--- src/rtl/rxpwr_pkg.sv ---
package rxpwr_pkg;

  typedef enum logic [1:0] {
    SRC_DVI_D = 2'b00,
    SRC_DVI_A = 2'b01,
    SRC_DSUB  = 2'b10,
    SRC_RSVD  = 2'b11
  } srcSel_e;

  // Strobes from control to datapath
  typedef struct packed {
    logic powered;   // registered power switch level
    logic sampleEn;  // take one detect sample this clock
  } pwrStrobe_t;

endpackage

--- src/rtl/rxpwr_ctrl.sv ---
module rxpwr_ctrl
  import rxpwr_pkg::*;
#(
  parameter int CLK_PER_TICK = 250000,
  parameter int PERIOD_TICKS = 500,
  parameter int HIGH_TICKS   = 50
) (
  input  logic       clk,
  input  logic       rstN,
  input  logic       pwrOn,
  input  logic       saveReq,
  output pwrStrobe_t strb,
  output logic       corePdN
);

  localparam int DIV_W = $clog2(CLK_PER_TICK + 1);
  localparam int PH_W  = $clog2(PERIOD_TICKS + 1);

  logic [DIV_W-1:0] divCnt;
  logic [PH_W-1:0]  phaseCnt;
  logic pwrOnQ, saveQ;
  logic tick, saveNow, restart, pulseHigh, coreOn;

  assign tick      = (divCnt == DIV_W'(CLK_PER_TICK - 1));
  assign saveNow   = pwrOn & saveReq;
  assign restart   = saveNow & ~saveQ;
  assign pulseHigh = (phaseCnt < PH_W'(HIGH_TICKS));
  assign coreOn    = pwrOnQ & (~saveQ | pulseHigh);

  always_ff @(posedge clk) begin
    if (!rstN) begin
      divCnt   <= '0;
      phaseCnt <= '0;
      pwrOnQ   <= 1'b0;
      saveQ    <= 1'b0;
    end else begin
      pwrOnQ <= pwrOn;
      saveQ  <= saveNow;
      if (restart || tick) divCnt <= '0;
      else                 divCnt <= divCnt + 1'b1;
      if (!saveNow || restart)
        phaseCnt <= '0;
      else if (tick)
        phaseCnt <= (phaseCnt == PH_W'(PERIOD_TICKS - 1)) ? '0 : phaseCnt + 1'b1;
    end
  end

  assign strb.powered  = pwrOnQ;
  assign strb.sampleEn = tick & (~saveQ | coreOn);
  assign corePdN       = coreOn;

endmodule

--- src/rtl/rxpwr_dpath.sv ---
module rxpwr_dpath
  import rxpwr_pkg::*;
#(
  parameter int STABLE_SAMPLES = 8,
  parameter int SYNC_STAGES    = 2
) (
  input  logic       clk,
  input  logic       rstN,
  input  logic       detRaw,
  input  logic [1:0] srcSel,
  input  pwrStrobe_t strb,
  output logic       presentOut,
  output logic       bufPdN
);

  localparam int RUN_W = $clog2(STABLE_SAMPLES + 1);

  logic [SYNC_STAGES-1:0] syncReg;
  logic [RUN_W-1:0]       runCnt;
  logic                   detFilt;
  srcSel_e                srcQ;
  logic                   detSync;

  assign detSync = syncReg[SYNC_STAGES-1];

  genvar g;
  generate
    for (g = 0; g < SYNC_STAGES; g++) begin : gSync
      always_ff @(posedge clk) begin
        if (!rstN) syncReg[g] <= 1'b0;
        else       syncReg[g] <= (g == 0) ? detRaw : syncReg[(g == 0) ? 0 : g - 1];
      end
    end
  endgenerate

  always_ff @(posedge clk) begin
    if (!rstN) begin
      srcQ    <= SRC_DSUB;
      runCnt  <= '0;
      detFilt <= 1'b0;
    end else begin
      srcQ <= srcSel_e'(srcSel);
      if (strb.sampleEn) begin
        if (detSync == detFilt) begin
          runCnt <= '0;
        end else if (runCnt == RUN_W'(STABLE_SAMPLES - 1)) begin
          detFilt <= detSync;
          runCnt  <= '0;
        end else begin
          runCnt <= runCnt + 1'b1;
        end
      end
    end
  end

  assign presentOut = detFilt;
  assign bufPdN     = strb.powered & (srcQ == SRC_DVI_D) & detFilt;

endmodule

--- src/rtl/rx_power_ctl.sv ---
module rx_power_ctl
  import rxpwr_pkg::*;
#(
  parameter int CLK_PER_TICK   = 250000,
  parameter int PERIOD_TICKS   = 500,
  parameter int HIGH_TICKS     = 50,
  parameter int STABLE_SAMPLES = 8
) (
  input  logic       clk,
  input  logic       rstN,
  input  logic       detRaw,
  input  logic       pwrOn,
  input  logic [1:0] srcSel,
  input  logic       saveReq,
  output logic       presentOut,
  output logic       bufPdN,
  output logic       corePdN
);

  pwrStrobe_t strb;

  rxpwr_ctrl #(
    .CLK_PER_TICK(CLK_PER_TICK),
    .PERIOD_TICKS(PERIOD_TICKS),
    .HIGH_TICKS  (HIGH_TICKS)
  ) u_ctrl (
    .clk    (clk),
    .rstN   (rstN),
    .pwrOn  (pwrOn),
    .saveReq(saveReq),
    .strb   (strb),
    .corePdN(corePdN)
  );

  rxpwr_dpath #(
    .STABLE_SAMPLES(STABLE_SAMPLES),
    .SYNC_STAGES   (2)
  ) u_dpath (
    .clk       (clk),
    .rstN      (rstN),
    .detRaw    (detRaw),
    .srcSel    (srcSel),
    .strb      (strb),
    .presentOut(presentOut),
    .bufPdN    (bufPdN)
  );

endmodule

--- config.mk ---
export PLATFORM = sky130hd
export DESIGN_NAME = rx_power_ctl
export DESIGN_NICKNAME = d
export VERILOG_FILES = /design/src/rtl/rxpwr_pkg.sv /design/src/rtl/rxpwr_ctrl.sv /design/src/rtl/rxpwr_dpath.sv /design/src/rtl/rx_power_ctl.sv
export SDC_FILE = /design/constraint.sdc
export NUM_CORES = 1
export LEC_CHECK = 0
export BUFFER_PORTS_ARGS = -buffer_cell sky130_fd_sc_hd__buf_2
export CAP_MARGIN = 10
export CORE_UTILIZATION = 25
export CTS_CLUSTER_DIAMETER = 120
export DETAILED_ROUTE_END_ITERATION = 10
export RECOVER_POWER = 100
export SYNTH_ARGS = -nofsm -noshare
export SYNTH_HDL_FRONTEND = slang
export SYNTH_HIERARCHICAL = 1
export SYNTH_SLANG_ARGS = --single-unit
--- constraint.sdc ---
create_clock -name clk -period 4.87 [get_ports clk]
set_input_delay 0.487 -clock clk [delete_from_list [all_inputs] [get_ports clk]]
set_output_delay 0.487 -clock clk [all_outputs]
set_load 0.02 [all_outputs]
==> metrics.md <==
| Metric | Value |
|---|---|
| Measured slew at the worst slew-check pin | `0.895 ns` |
| Critical path arrival | `3.02 ns` |
| DRT Pass-1 Iters | `4` |
| Register area share after synthesis | `0.416` |
| Routed vias | `1,514` |
| Residual DRC count | `0` |
| Initial Util | `0.263` |
| Clock power share | `0.446` |
| Crit. End Element | `flip-flop` |
| DRT antenna net count | `0` |
| Final Wtd Congestion | `about 0.84` |
| Max Slew Vio Count | `0` |
| Hold path depth | `2` |
| Int Pwr | `473 µW` |
| Initial DRC count | `89` |
| CTS tree | `built` |
| Count of cell types in the netlist | `slightly below 50` |
| F_max | `0.353 GHz` |
| Vias per cell | `4.82` |
| RR Startpoint | `u_ctrl/divCnt[0]` |
| Mean Syn Cell Area | `8.79 µm²` |
| Worst skew pair latency | `0.29 ns` |
| GRT Util Overall | `0.102` |
| Routed WL | `3.57 mm` |
| Syn nets | `218` |
| Sw Pwr | `129 µW` |
| I/O pins | `10` |
| Mapped Area | `between 1500 and 2000 µm²` |
| I/O Buffers | `9` |
| Antenna violations before repair | `0` |
| Via count of the first global-routing pass | `1,355` |
| Inserted Clock Buffers | `5` |
| Reg2Reg Depth | `7` |
| Clk slew on worst S/H paths | `around 0.08 ns` |
| Die area | `7660 µm²` |
| CTS Sinks | `38` |
| Skew final | `0.0110 ns` |
| Worst path required time | `5.06 ns` |
| Worst VDD drop | `0.000102 V` |
| Critical path launch point type | `flip-flop` |
| Pwr Density | `293 nW/µm²` |
| Rows | `30` |
| Critical-path maximum fanout | `8` |
| Switch share | `0.214` |
| Util after Layout | `0.296` |
| Worst hold slack | `0.367 ns` |
| Primary FF master, synth | `dfxtp_1` |
| Total congestion overflow | `0` |
| TNS Setup | `0 ns` |
| Synth Instances | `208` |
| Root Driver | `clkbuf_8` |
| Hold Vio Cnt, Final | `0` |
| Max cap viols | `0` |
| Hold Path End | `u_dpath/srcQ[1]` |
| CTS max path bufs | `2` |
| Hold-fix buffers at CTS | `0` |
| Hold Crit Class | `input port to flip-flop` |
| Max transition margin | `0.398` |
| HPWL after DPL | `2.42 mm` |
| Synth Register Bits | `38` |
| Total core area | `between 6000 and 7000 µm²` |
| Async S/R FF share, synth | `0` |
| ANT cells | `0` |
| Area grow syn2layout | `12.2%` |
| Leakage | `0.616 nW` |
| H-tree Lvls | `2` |
| Run status | `completed` |
| Crit path kind | `flip-flop to flip-flop` |
| Die Height | `87.5 µm` |
| Hold path startpoint | `srcSel[1]` |
| Global-route wire length before repair | `6.20 mm` |
| Final setup viols | `0` |
| Power share of the combinational group | `0.026` |
| Flop pwr share | `0.528` |
| Min cycle time layout | `~2.8 ns` |
| Post_cts resized | `0` |
| Post-DR wirelength/cell | `11.4 µm` |
| Nets | `about 230` |
| Largest net degree at the start of global routing | `18` |
| R2r setup slk | `2.03 ns` |
| RSZ-0062 raised after global routing | `false` |
| EDFF count, synth | `0` |
| Fin crit share | `0.582` |
| Reg2reg end | `u_dpath/runCnt[3]` |
| Warnings from Yosys | `6` |
| Postcts setup bufs | `0` |
| Layout cell share with drive strength beyond 1 | `0.0917` |
| DIE WIDTH | `87.5 µm` |
==> power by group through the flow <==
| stage | logic, mW | clock network, mW | registers [mW] |
|---|---|---|---|
| 2_1_floorplan | 0.0116 | 0 | 0.324 |
| 3_3_place_gp | 0.0162 | 0 | 0.325 |
| 3_5_place_dp | 0.0164 | 0 | 0.325 |
| 4_1_cts | 0.0166 | 0.276 | 0.318 |
| 5_1_grt | 0.0180 | 0.292 | 0.318 |
| 6_report | 0.0157 | 0.268 | 0.317 |
==> synth_stat cells, types with 2 or more instances <==
master,count,area share
a211oi_1,2,0.0082
a21boi_1,3,0.012
a21oi_1,5,0.014
a32o_1,3,0.016
and2_1,6,0.021
and3_1,2,0.0068
and4_1,2,0.0096
buf_2,2,0.0055
clkbuf_1,3,0.0062
dfxtp_1,38,0.42
ha_1,3,0.021
inv_1,6,0.012
nand2_1,16,0.033
nand2b_1,5,0.017
nand3_1,11,0.030
nand3_2,2,0.011
nand3b_1,2,0.0082
nand4_1,7,0.024
nor2_1,18,0.037
nor2b_1,2,0.0068
nor3_1,10,0.027
nor4_1,6,0.021
nor4b_1,2,0.0096
o211ai_1,2,0.0082
o21ai_0,5,0.014
o21ai_1,2,0.0055
o21ba_2,2,0.011
o22ai_1,2,0.0068
o31ai_1,2,0.0082
or3_1,4,0.014
or4_1,4,0.016
xnor2_1,11,0.053
xor2_1,2,0.0096
==> worst max-delay path, cell delays in order, from the launching register on <==
cell,delay (ns)
dfxtp_1,0.39
ha_1,0.21
nand3_1,0.18
nor4_1,0.78
nand2_1,0.24
o21ba_1,0.43
nand3_1,0.16
o32ai_1,0.34
==> worst max path at each step <==
| stage | endpoint | slack, ns | from | depth (start not counted) |
|---|---|---|---|---|
| after global placement | u_dpath/presentOut | 2.39 | u_ctrl/divCnt[0] | 8 |
| after CTS | u_dpath/runCnt[3] | 2.27 | u_ctrl/divCnt[0] | 7 |
| after global routing | u_dpath/runCnt[3] | 1.80 | u_ctrl/divCnt[0] | 7 |
| final | u_dpath/runCnt[3] | 2.03 | u_ctrl/divCnt[0] | 7 |
| after floorplan | u_dpath/presentOut | 2.67 | u_ctrl/divCnt[0] | 8 |
| after detailed placement | u_dpath/presentOut | 2.29 | u_ctrl/divCnt[0] | 8 |
==> routing by layer <==
| layer | global-route usage | wire [µm] | up-vias |
|---|---|---|---|
| met4 | 0.0537 | 100 | 0 |
| met1 | 0.134 | 1760 | 704 |
| met2 | 0.158 | 1610 | 26 |
| met5 | 0 | 0 | - |
| met3 | 0.0226 | 98 | 10 |
| li1 | - | - | 774 |
==> cells in the final DEF, fill, tap and decap left out, drive strengths merged, types with 7 or more instances in the layout <==
| master | netlist | routed |
|---|---|---|
| o21ai | 7 | 7 |
| and2 | 7 | 7 |
| nor3 | 10 | 10 |
| nand3 | 13 | 13 |
| clkbuf | 3 | 9 |
| dfxtp | 38 | 38 |
| xnor2 | 11 | 11 |
| nand2 | 16 | 16 |
| nand4 | 7 | 7 |
| nor2 | 18 | 18 |
==> per-stage QoR <==
stage	power [mW]	cell area (µm²)	std cells	setup slack (ns)
finish	0.602	2050	314	2.03
global route	0.628	2050	314	1.80
CTS	0.610	2080	314	2.27
detailed placement	0.341	1960	306	2.29
global placement	0.341	1960	306	2.39
floorplan	0.336	1830	208	2.67
==> registers in the layout (all words and copies together) (netlist names), 2 cells and up <==
| register | flops |
|---|---|
| u_ctrl/divCnt | 18 |
| u_ctrl/phaseCnt | 9 |
| u_dpath/runCnt | 4 |
| u_dpath/srcQ | 2 |
==> final cells by class <==
type | instances | area (µm²)
Fill cell | 734 | 4890
Clock inverter | 3 | 45.0
Timing Repair Buffer | 9 | 40.0
Sequential cell | 38 | 761
Multi-Input combinational cell | 157 | 996
Clock buffer | 5 | 68.8
Inverter | 6 | 22.5
Tap cell | 96 | 120
==> logic make-up after synthesis <==
family	synth area share
adders and majority gates	0.0205
xor gates and xnor gates	0.0711
muxes	0.00547
and+or+nand+nor	0.319
AOI/OAI and AO/OA	0.137
buffers and inverters	0.0301
DFF	0.416
(Power assumes the default switching activity.)
